**src/rtl/flag_gen.sv**
```systemverilog
module flag_gen #(
  parameter int W = 32
) (
  input  logic         clk,
  input  logic         rst_n,
  input  logic         in_vld,
  input  logic [2:0]   op,
  input  logic [W-1:0] opa,
  input  logic [W-1:0] opb,
  input  logic         cin,
  input  logic [W-1:0] res,
  output logic         out_vld,
  output logic         flag_c,
  output logic         flag_o,
  output logic         flag_z,
  output logic         flag_p,
  output logic         flag_a,
  output logic         flag_s
);

  logic         is_logic, is_sub;
  logic [W-1:0] bx, cvec;
  logic         c_top_in, c_top_out;
  logic         nxt_c, nxt_o, nxt_a, nxt_z, nxt_p, nxt_s;

  assign is_logic  = op[2];
  assign is_sub    = op[1] & ~op[2];
  assign bx        = is_sub ? ~opb : opb;
  assign cvec      = opa ^ bx ^ res;
  assign c_top_in  = cvec[W-1];
  assign c_top_out = (opa[W-1] & bx[W-1]) | (c_top_in & (opa[W-1] ^ bx[W-1]));

  assign nxt_c = is_logic ? 1'b0 : (c_top_out ^ is_sub);
  assign nxt_o = is_logic ? 1'b0 : (c_top_in ^ c_top_out);
  assign nxt_a = is_logic ? 1'b0 : (cvec[4] ^ is_sub);
  assign nxt_z = ~|res;
  assign nxt_p = ~^res[7:0];
  assign nxt_s = res[W-1];

  always_ff @(posedge clk) begin
    if (!rst_n) begin
      out_vld <= 1'b0;
      {flag_c, flag_o, flag_z, flag_p, flag_a, flag_s} <= '0;
    end else begin
      out_vld <= in_vld;
      if (in_vld)
        {flag_c, flag_o, flag_z, flag_p, flag_a, flag_s} <=
          {nxt_c, nxt_o, nxt_z, nxt_p, nxt_a, nxt_s};
    end
  end

  assert_cin_R3: assert property (@(posedge clk) disable iff (!rst_n)
    (in_vld && !op[2]) |-> (cvec[0] == (op[0] ? (cin ^ op[1]) : op[1])));

  assert_vld_R2: assert property (@(posedge clk) disable iff (!rst_n)
    in_vld |=> out_vld);

  assert_hold_R2: assert property (@(posedge clk) disable iff (!rst_n)
    !in_vld |=> ($stable({flag_c, flag_o, flag_z, flag_p, flag_a, flag_s}) && !out_vld));

  assert_zero_R7: assert property (@(posedge clk) disable iff (!rst_n)
    in_vld |=> (flag_z == ($past(res) == '0)));

  assert_parity_R8: assert property (@(posedge clk) disable iff (!rst_n)
    in_vld |=> (flag_p == ($countones($past(res[7:0])) % 2 == 0)));

  assert_sign_R10: assert property (@(posedge clk) disable iff (!rst_n)
    in_vld |=> (flag_s == $past(res[W-1])));

  assert_logic_R11: assert property (@(posedge clk) disable iff (!rst_n)
    (in_vld && op[2]) |=> (!flag_c && !flag_o && !flag_a));

endmodule

```
**config.mk**
```make
export PLATFORM = sky130hd
export DESIGN_NAME = flag_gen
export DESIGN_NICKNAME = d
export VERILOG_FILES = /design/src/rtl/flag_gen.sv
export SDC_FILE = /design/constraint.sdc
export NUM_CORES = 1
export LEC_CHECK = 0
export BUFFER_PORTS_ARGS = -buffer_cell sky130_fd_sc_hd__buf_2
export CORE_MARGIN = 1.5
export CORE_UTILIZATION = 23
export DETAILED_ROUTE_END_ITERATION = 7
export GPL_TIMING_DRIVEN = 0
export MAX_ROUTING_LAYER = met4
export PLACE_DENSITY_LB_ADDON = 0.1
export RECOVER_POWER = 50
export SYNTH_ARGS = -nofsm -noshare
export SYNTH_HDL_FRONTEND = slang
export SYNTH_SLANG_ARGS = --single-unit
export TNS_END_PERCENT = 20
```
**constraint.sdc**
```tcl
create_clock -name clk -period 1.55 [get_ports clk]
set_input_delay 0.155 -clock clk [delete_from_list [all_inputs] [get_ports clk]]
set_output_delay 0.155 -clock clk [all_outputs]
set_load 0.02 [all_outputs]
```
==> results_dict.tcl, run 1 <==
set metrics [dict create \
    grt-ovfl-total 0 \
    crit_type "in -> reg" \
    irDropWorstVdd_uv 303.3 \
    cp-start-kind "input pin" \
    clock_skew_ns 0 \
    multi_input_area_um2 317.8 \
    post_cts_buffers 0 \
    place_congestion 0.6175 \
    drive_gt1_share_pct 41.28 \
    cts_tree "yes" \
    grt_setup_unrepaired "no" \
    cts_root_buf "clkbuf_4" \
    power_uw 535.1 \
    r2r-start "flag_c" \
    cts_resized 0 \
    dr.pass1.iters 4 \
    drc 0 \
    dpl_worst_slack_ns -0.04006 \
    final_util_pct 39.09 \
    hold_ws_ns 0.1708 \
    area_growth_syn_to_layout_pct 55.23 \
    grt_pass1_vias 534 \
    antenna_found_initial 0 \
    p_leak_uw 0.0004103 \
    crit_path_end_kind "flop" \
    netlist_area_um2 514.2 \
    die_h_um 50.29 \
    crit_start "op[1]" \
    clock_path_buffers 2 \
    avgRoutedWirePerCell_um 8.978 \
    internal_power_uw 387.5 \
    slew_viol_final 0 \
    cp_max_fo 2 \
    worstPathArrival_ns 1.47 \
    wl_um 1221 \
    hpwl_um 1066 \
    yosysUniqueCellTypes 20 \
    cts_max_level 1 \
    final_nets 218 \
    nFillCells 245 \
    ctsHoldBuffers 0 \
    fmax_mhz 753.9 \
    ant_nets 0 \
    clk_pin_slew_worst_paths_ns 0.05 \
    cts_num_sinks 7 \
    worst_slack_ns 0.2236 \
    synthCells 59 \
    synth_nets 167 \
    power.switching_uw 147.5 \
    core_area_mm2 0.002042 \
    worstHoldStart "in_vld" \
    dr.first_iter.drc_count 6 \
    power.density_mw_per_mm2 670.3 \
    worst_pin_slew_ns 0.3140 \
    p_comb_share_pct 33.2 \
    portBuffers 46 \
    worstHoldPathType "in -> reg" \
    grt_use_total_pct 10.90 \
    grt_max_degree 11 \
    finalHoldViolCount 0 \
    initial_utilization_pct 25.18 \
    syn_area_per_cell_um2 8.716 \
    power_frac_clock_pct 29.6 \
    finalCritPeriodShare_pct 85.57 \
    pwr-share-seq_pct 37.1 \
    chipWidth_um 50.29 \
    slew-limit-headroom_pct 78.87 \
    drv_cap 0 \
    clk_latency_ns 0.24 \
    grt_pass1_wl_um 2014 \
    cp_data_required_time_ns 1.69 \
    ys_ff_latch 7 \
    synth_warnings 0 \
    vias_per_cell 4.279 \
    antenna_cells 0 \
    via_count 582 \
    seq_area_um2 140.1 \
    cts-buffers-inserted 3 \
    num_rows 16 \
    io_pins 110 \
    ys_seq_area_share_pct 27.25 \
    p_sw_share_pct 27.57 \
    die-area_mm2 0.002529 \
    min_period_ns 1.326 \
    outcome "finished clean" \
    finalSetupViolations 0 \
]
==> cell usage after synthesis <==
| cell | number | area share, % |
|---|---|---|
| nor4b_1 | 2 | 3.4 |
| nand3b_1 | 1 | 1.5 |
| ha_1 | 4 | 9.7 |
| inv_1 | 12 | 8.8 |
| and4b_1 | 1 | 1.9 |
| dfxtp_1 | 7 | 27 |
| and2_1 | 4 | 4.9 |
| fa_1 | 1 | 3.9 |
| nand2b_1 | 2 | 2.4 |
| o22ai_1 | 3 | 3.7 |
| nor2_1 | 1 | 0.73 |
| nor4_1 | 3 | 3.7 |
| nand4_1 | 2 | 2.4 |
| a21boi_1 | 1 | 1.5 |
| buf_6 | 1 | 2.2 |
| xor2_1 | 2 | 3.4 |
| xnor2_1 | 6 | 10 |
| nor2b_1 | 3 | 3.7 |
| mux2i_1 | 2 | 3.9 |
| nor3_1 | 1 | 0.97 |
==> layout by cell type (no fill, tap or decap) <==
cell	count
xnor2_1	6
nor2b_1	3
xor2_1	2
inv_1	12
mux2i_1	2
nand2b_1	2
nor2_1	1
clkbuf_4	3
nand3b_1	1
nor4_1	3
fa_1	1
nor4b_1	2
nand4_1	2
a21boi_0	1
nor3_1	1
o22ai_1	3
and2_1	4
ha_1	4
dfxtp_1	7
buf_2	41
clkbuf_1	6
buf_6	1
and4b_1	1
==> through the flow <==
step	instance area, µm²	cells	TNS [ns]
floorplan	514.2	59	0
global placement	778.2	132	-0.01476
detailed placement	778.2	132	-0.04006
CTS	804.5	136	0
global route	798.3	136	0
finish	798.3	136	0
==> state kept, by name (all words and copies together) (netlist names) <==
name     count
flag_a       1
flag_z       1
flag_s       1
flag_p       1
flag_o       1
out_vld      1
flag_c       1
==> critical path, cell delays in order <==
cell and delay, ns:
buf_2 0.11, nor2b_1 0.13, xnor2_1 0.14, fa_1 0.52, xor2_1 0.18, o22ai_1 0.08
and2_1 0.15
==> per-layer routing <==
metal	GRT usage, %	wire length, µm
met1	12.52	549
met2	16.45	497
met3	4.167	166
met4	5.556	7
met5	-	0
==> power by group through the flow <==
stage               Combinational [µW]  Sequential [µW]  Clock, µW
CTS                                183              199        165
detailed placement                 183              202          0
finish                             178              199        159
global route                       200              200        185
global placement                   180              202          0
floorplan                         88.7              218          0
==> path summary, 6_finish.rpt <==
kind / endpoint / slack [ns] / cells after the start
worst max register to register: flag_c / 0.87 / 3
worst min register to register: flag_a / 0.48 / 2
worst min-delay path: out_vld / 0.17 / 2
worst max-delay path: flag_o / 0.22 / 7
==> final cells by class <==
type                       instances  area share (%)
buffer                             1           1.411
sequential                         7           17.55
timing repair buffer              46           28.06
clock buffer                       4           3.292
inverter                          12           5.643
multi-input combinational         39           39.81
tap                               27           4.232
==> kinds of logic (layout without fill, tap and decap cells) <==
logic type      Yosys count  in the layout  synth area share [%]
simple gates             20             20                 25.55
buf+inv                  13             63                 10.95
xor+xnor                  8              8                 13.63
flops                     7              7                 27.25
compound gates            4              4                 5.110
fa+ha+maj                 5              5                 13.63
mux                       2              2                 3.893
(Power assumes the default switching activity.)
==> run 2: changes to the inputs <==
CORE_UTILIZATION = 25   (was 23)
clock period = 1.6 ns   (was 1.55 ns; I/O delays follow)
==> run 2 against run 1 <==
Net effect:
- clock skew is the same
- clock-buffer cell count did not move
- critical path depth did not move
- highest routed layer is now met3
- power down 3.6%
- wire length up 6.9%
- register-to-register slack improved by 0.05 ns
- critical path type unchanged
- first-iteration DRC count fell by 83%
- flip-flop and latch count did not move
- largest cell class unchanged
- worst hold slack improved by 0.013 ns
==> results_dict.tcl, run 2 (synthesis results as in run 1) <==
set metrics [dict create \
    final_cell_mix "buf_2, inv_1, dfxtp_1" \
    final_util_pct 41.11 \
    initial_utilization_pct 26.48 \
    die-area_mm2 0.002338 \
    core_area_mm2 0.001942 \
    antenna_cells 0 \
    cp_top_family "adder cells" \
    num_rows 16 \
    crit_type "in -> reg" \
    cts_root_buf "clkbuf_4" \
    via_count 557 \
    slowest_stage "fa_1" \
    hold_ws_ns 0.1834 \
    power_uw 515.9 \
    crit_chain "buf_2, nor2b_1, xnor2_1, fa_1, xor2_1, o22ai_1, and2_1" \
    portBuffers 46 \
    clock_skew_ns 0 \
    grt_pass1_vias 561 \
    drive_gt1_share_pct 41.28 \
    layout_commonest_cell "buf_2" \
    chipWidth_um 48.36 \
    die_h_um 48.36 \
    dr.first_iter.drc_count 1 \
    antenna_found_initial 0 \
    irDropWorstVdd_uv 249.8 \
    placed_area_um2 778.2 \
    grt_use_total_pct 13.00 \
    outcome "finished clean" \
    min_period_ns 1.284 \
    worstPathArrival_ns 1.42 \
    cts_num_sinks 7 \
    grt-ovfl-total 0 \
    area_growth_syn_to_layout_pct 55.23 \
    finalSetupViolations 0 \
    clk_pin_slew_worst_paths_ns 0.05 \
    crit_path_max_incr_delay_ns 0.52 \
    cp_num_cells 7 \
    design_area_um2 798.3 \
    nFillCells 219 \
    hpwl_um 1170 \
    slew_viol_final 0 \
    ctsHoldBuffers 0 \
    cts-buffers-inserted 3 \
    cts_resized 0 \
    cp-start-kind "input pin" \
    dr_wl_met3_um 133 \
    finalCritPeriodShare_pct 80.23 \
    place_congestion 0.6689 \
    slew-limit-headroom_pct 82.27 \
    clock_path_buffers 2 \
    power.density_mw_per_mm2 646.3 \
    drc 0 \
    grt_setup_unrepaired "no" \
    final.setup.tns_ns 0 \
    ant_nets 0 \
    grt_pass1_wl_um 2263 \
    final_nets 218 \
    worst_pin_slew_ns 0.2622 \
    met1_length_um 528 \
    cp_max_fo 2 \
    finalHoldViolCount 0 \
    io_pins 110 \
    vias_per_cell 4.096 \
    cp_data_required_time_ns 1.74 \
    drv_cap 0 \
    grt_max_degree 11 \
    cts_tree "yes" \
    path_buf_inv 1 \
    dr.pass1.iters 2 \
    worstHoldPathCells 2 \
    clk_latency_ns 0.24 \
    post_cts_buffers 0 \
    cts_max_level 1 \
    worst_r2r_path_depth 3 \
    p_leak_uw 0.0004106 \
    fmax_mhz 779.0 \
    highest_layer "met3" \
    crit_path_end_kind "flop" \
    worstHoldPathType "in -> reg" \
    wl_met2_um 643 \
    wl_um 1305 \
    avgRoutedWirePerCell_um 9.596 \
]
-- run 2: layer usage --
layer	up-vias	track usage (%)
met2	34	21.53
met1	225	14.45
li1	298	-
met4	0	7.143
met3	0	3.086
met5	-	-
-- run 2: power breakdown --
group	switching, µW	internal, µW	total [µW]	leakage [µW]
clock network	57.5	94.7	152	0.0000150
registers	5.61	187	193	0.0000574
logic	78.1	93.0	171	0.000338
-- run 2: layout make-up --
| type | count | area (µm²) | area share [%] |
|---|---|---|---|
| plain buffers | 1 | 11.26 | 1.411 |
| clock buffers | 4 | 26.28 | 3.292 |
| inverters | 12 | 45.04 | 5.643 |
| multi-input cells | 39 | 317.8 | 39.81 |
| flip-flops and latches | 7 | 140.1 | 17.55 |
| well taps | 27 | 33.78 | 4.232 |
| repair buffers | 46 | 224.0 | 28.06 |
-- run 2: through the flow --
step / std cells / setup WS [ns]
after global placement: 132 / 0.06422
after floorplan: 59 / 0.2144
final: 136 / 0.3163
after detailed placement: 132 / 0.04837
after global routing: 136 / 0.2729
after CTS: 136 / 0.3110
-- run 2: path summary, 6_finish.rpt --
| check | start | endpoint | slack, ns |
|---|---|---|---|
| hold reg to reg | flag_a | flag_a | 0.47 |
| setup reg to reg | flag_c | flag_c | 0.92 |
| setup / recovery | op[1] | flag_o | 0.32 |
| hold / removal | in_vld | out_vld | 0.18 |
==> run 3: changes to the inputs <==
CORE_UTILIZATION = 21   (was 25)
clock period = 1 ns   (was 1.6 ns; I/O delays follow)
==> run 3 against run 2 <==
Net effect:
- the flow now finishes with violations (setup timing)
- sequential power rose by 60%
- global-route usage fell by 1.9 points
- final area rose by 4.1%
- power rose by 64%
- clock-buffer cell count did not move
- register-to-register slack got worse by 0.59 ns
- utilization fell by 4.3 points
==> results_dict.tcl, run 3 (synthesis results as in run 1) <==
set metrics [dict create \
    drv_cap 0 \
    final.setup.tns_ns -0.2680 \
    crit_type "in -> reg" \
    cts_root_buf "clkbuf_4" \
    place_congestion 0.6440 \
    vias_per_cell 4.087 \
    worst_pin_slew_ns 0.2729 \
    slew_viol_final 0 \
    ctsHoldBuffers 0 \
    r2r-start "flag_c" \
    timing.rr.end "flag_c" \
    grt_pass1_vias 527 \
    worstHoldPathType "in -> reg" \
    hpwl_um 1225 \
    cp-start-kind "input pin" \
    die-area_mm2 0.002755 \
    dpl_worst_slack_ns -0.4602 \
    grt_pass1_wl_um 2132 \
    clock_path_buffers 2 \
    final_cell_mix "buf_2, inv_1, dfxtp_1" \
    antenna_cells 0 \
    crit_path_max_incr_delay_ns 0.49 \
    min_period_ns 1.149 \
    nFillCells 259 \
    ant_nets 0 \
    core_area_mm2 0.002255 \
    area_growth_syn_to_layout_pct 61.56 \
    power.switching_uw 235.9 \
    wl_um 1389 \
    finalCritPeriodShare_pct 114.9 \
    worst_slack_ns -0.1486 \
    irDropWorstVdd_uv 369.5 \
    final_cells 138 \
    p_sw_share_pct 27.86 \
    power.density_mw_per_mm2 1019 \
    finalHoldViolCount 0 \
    final_nets 219 \
    via_count 564 \
    io_pins 110 \
    clk_pin_slew_worst_paths_ns 0.05 \
    p_comb_share_pct 34.2 \
    portBuffers 46 \
    antenna_found_initial 0 \
    num_rows 17 \
    avgRoutedWirePerCell_um 10.07 \
    chipWidth_um 52.49 \
    worstHoldStart "in_vld" \
    grt_max_degree 11 \
    crit_path_end_kind "flop" \
    finalSetupViolations 2 \
    slew-limit-headroom_pct 81.64 \
    pwr-share-seq_pct 36.3 \
    initial_utilization_pct 22.81 \
    cp_max_fo 2 \
    dr.pass1.iters 2 \
    internal_power_uw 610.7 \
    cts_num_sinks 7 \
    grt_setup_unrepaired "yes" \
    worstPathArrival_ns 1.29 \
    cp_data_required_time_ns 1.14 \
    clock_skew_ns 0 \
    dp.cells 133 \
    cts_max_level 1 \
    grt-ovfl-total 0 \
    violations "setup timing" \
    slowest_stage "fa_1" \
    dr.first_iter.drc_count 2 \
    fmax_mhz 870.6 \
    p_leak_uw 0.0004346 \
    drc 0 \
    drive_gt1_share_pct 45.45 \
    clk_latency_ns 0.24 \
    r2r_slack_ns 0.33 \
    worst_r2r_path_depth 3 \
    die_h_um 52.49 \
    cts-buffers-inserted 3 \
    layout_commonest_cell "buf_2" \
    worstHoldPathCells 2 \
    outcome "complete, but fails checks" \
    grt_use_total_pct 11.08 \
    crit_chain "buf_6, nor2b_4, xnor2_2, fa_1, xor2_1, o22ai_1, and2_1" \
    hold_end "out_vld" \
    cts_tree "yes" \
    power_frac_clock_pct 29.4 \
]
-- run 3: how the worst max path moves through the flow --
stage          slack, ns  depth (start not counted)  endpoint   from
6_report           -0.15                          7    flag_o  op[1]
5_1_grt            -0.23                          7    flag_o  op[1]
4_1_cts            -0.17                          7    flag_o  op[1]
3_5_place_dp       -0.46                          7    flag_o  op[1]
3_3_place_gp       -0.45                          7    flag_o  op[1]
2_1_floorplan      -0.28                          6    flag_o  op[1]
-- run 3: what timing repair did --
item                                    in CTS  in global routing
pin swaps                                    4                  1
setup buffers                                1                  0
resized for setup                            2                  0
endpoints found under the setup margin       2                  2
-- run 3: critical path, delay by kind of cell --
kind                     cells  cell delay (ns)
adder cells (fa/ha/maj)      1             0.49
XOR/XNOR                     2             0.28
AND/OR/NAND/NOR              2             0.25
buffers and inverters        1             0.09
AO/OA/AOI/OAI                1             0.08
-- run 3: cell type report --
type	count	area [µm²]	area share (%)
clock buffers	4	26.28	3.163
well taps	28	35.03	4.217
plain buffers	1	11.26	1.355
repair buffers	47	240.2	28.92
flip-flops and latches	7	140.1	16.87
multi-input cells	39	332.8	40.06
inverters	12	45.04	5.422
-- run 3: routing by layer --
metal  up-vias  share of wire, %  GRT usage, %
li1        298                 -             -
met1       224                48         12.98
met2        42                38         17.92
met3         0                13         2.571
met4         0                 0         5.128
met5         -                 0             -
-- run 3: through the flow --
stage | power [µW] | util (%) | cell area, µm² | hold WS [ns]
2_1_floorplan | 477.1 | - | 521.8 | 0.2217
3_3_place_gp | 596.8 | 34.91 | 787.0 | 0.3782
3_5_place_dp | 600.6 | 34.91 | 787.0 | 0.3815
4_1_cts | 870.2 | 37.01 | 834.6 | 0.1263
5_1_grt | 917.4 | 36.85 | 830.8 | 0.1410
6_report | 846.6 | 36.85 | 830.8 | 0.1263
-- run 3: power groups by stage --
| stage | clock (µW) | combinational [µW] | sequential [µW] |
|---|---|---|---|
| 2_1_floorplan | 0 | 139 | 338 |
| 3_3_place_gp | 0 | 283 | 314 |
| 3_5_place_dp | 0 | 287 | 314 |
| 4_1_cts | 263 | 299 | 308 |
| 5_1_grt | 279 | 328 | 311 |
| 6_report | 249 | 290 | 308 |
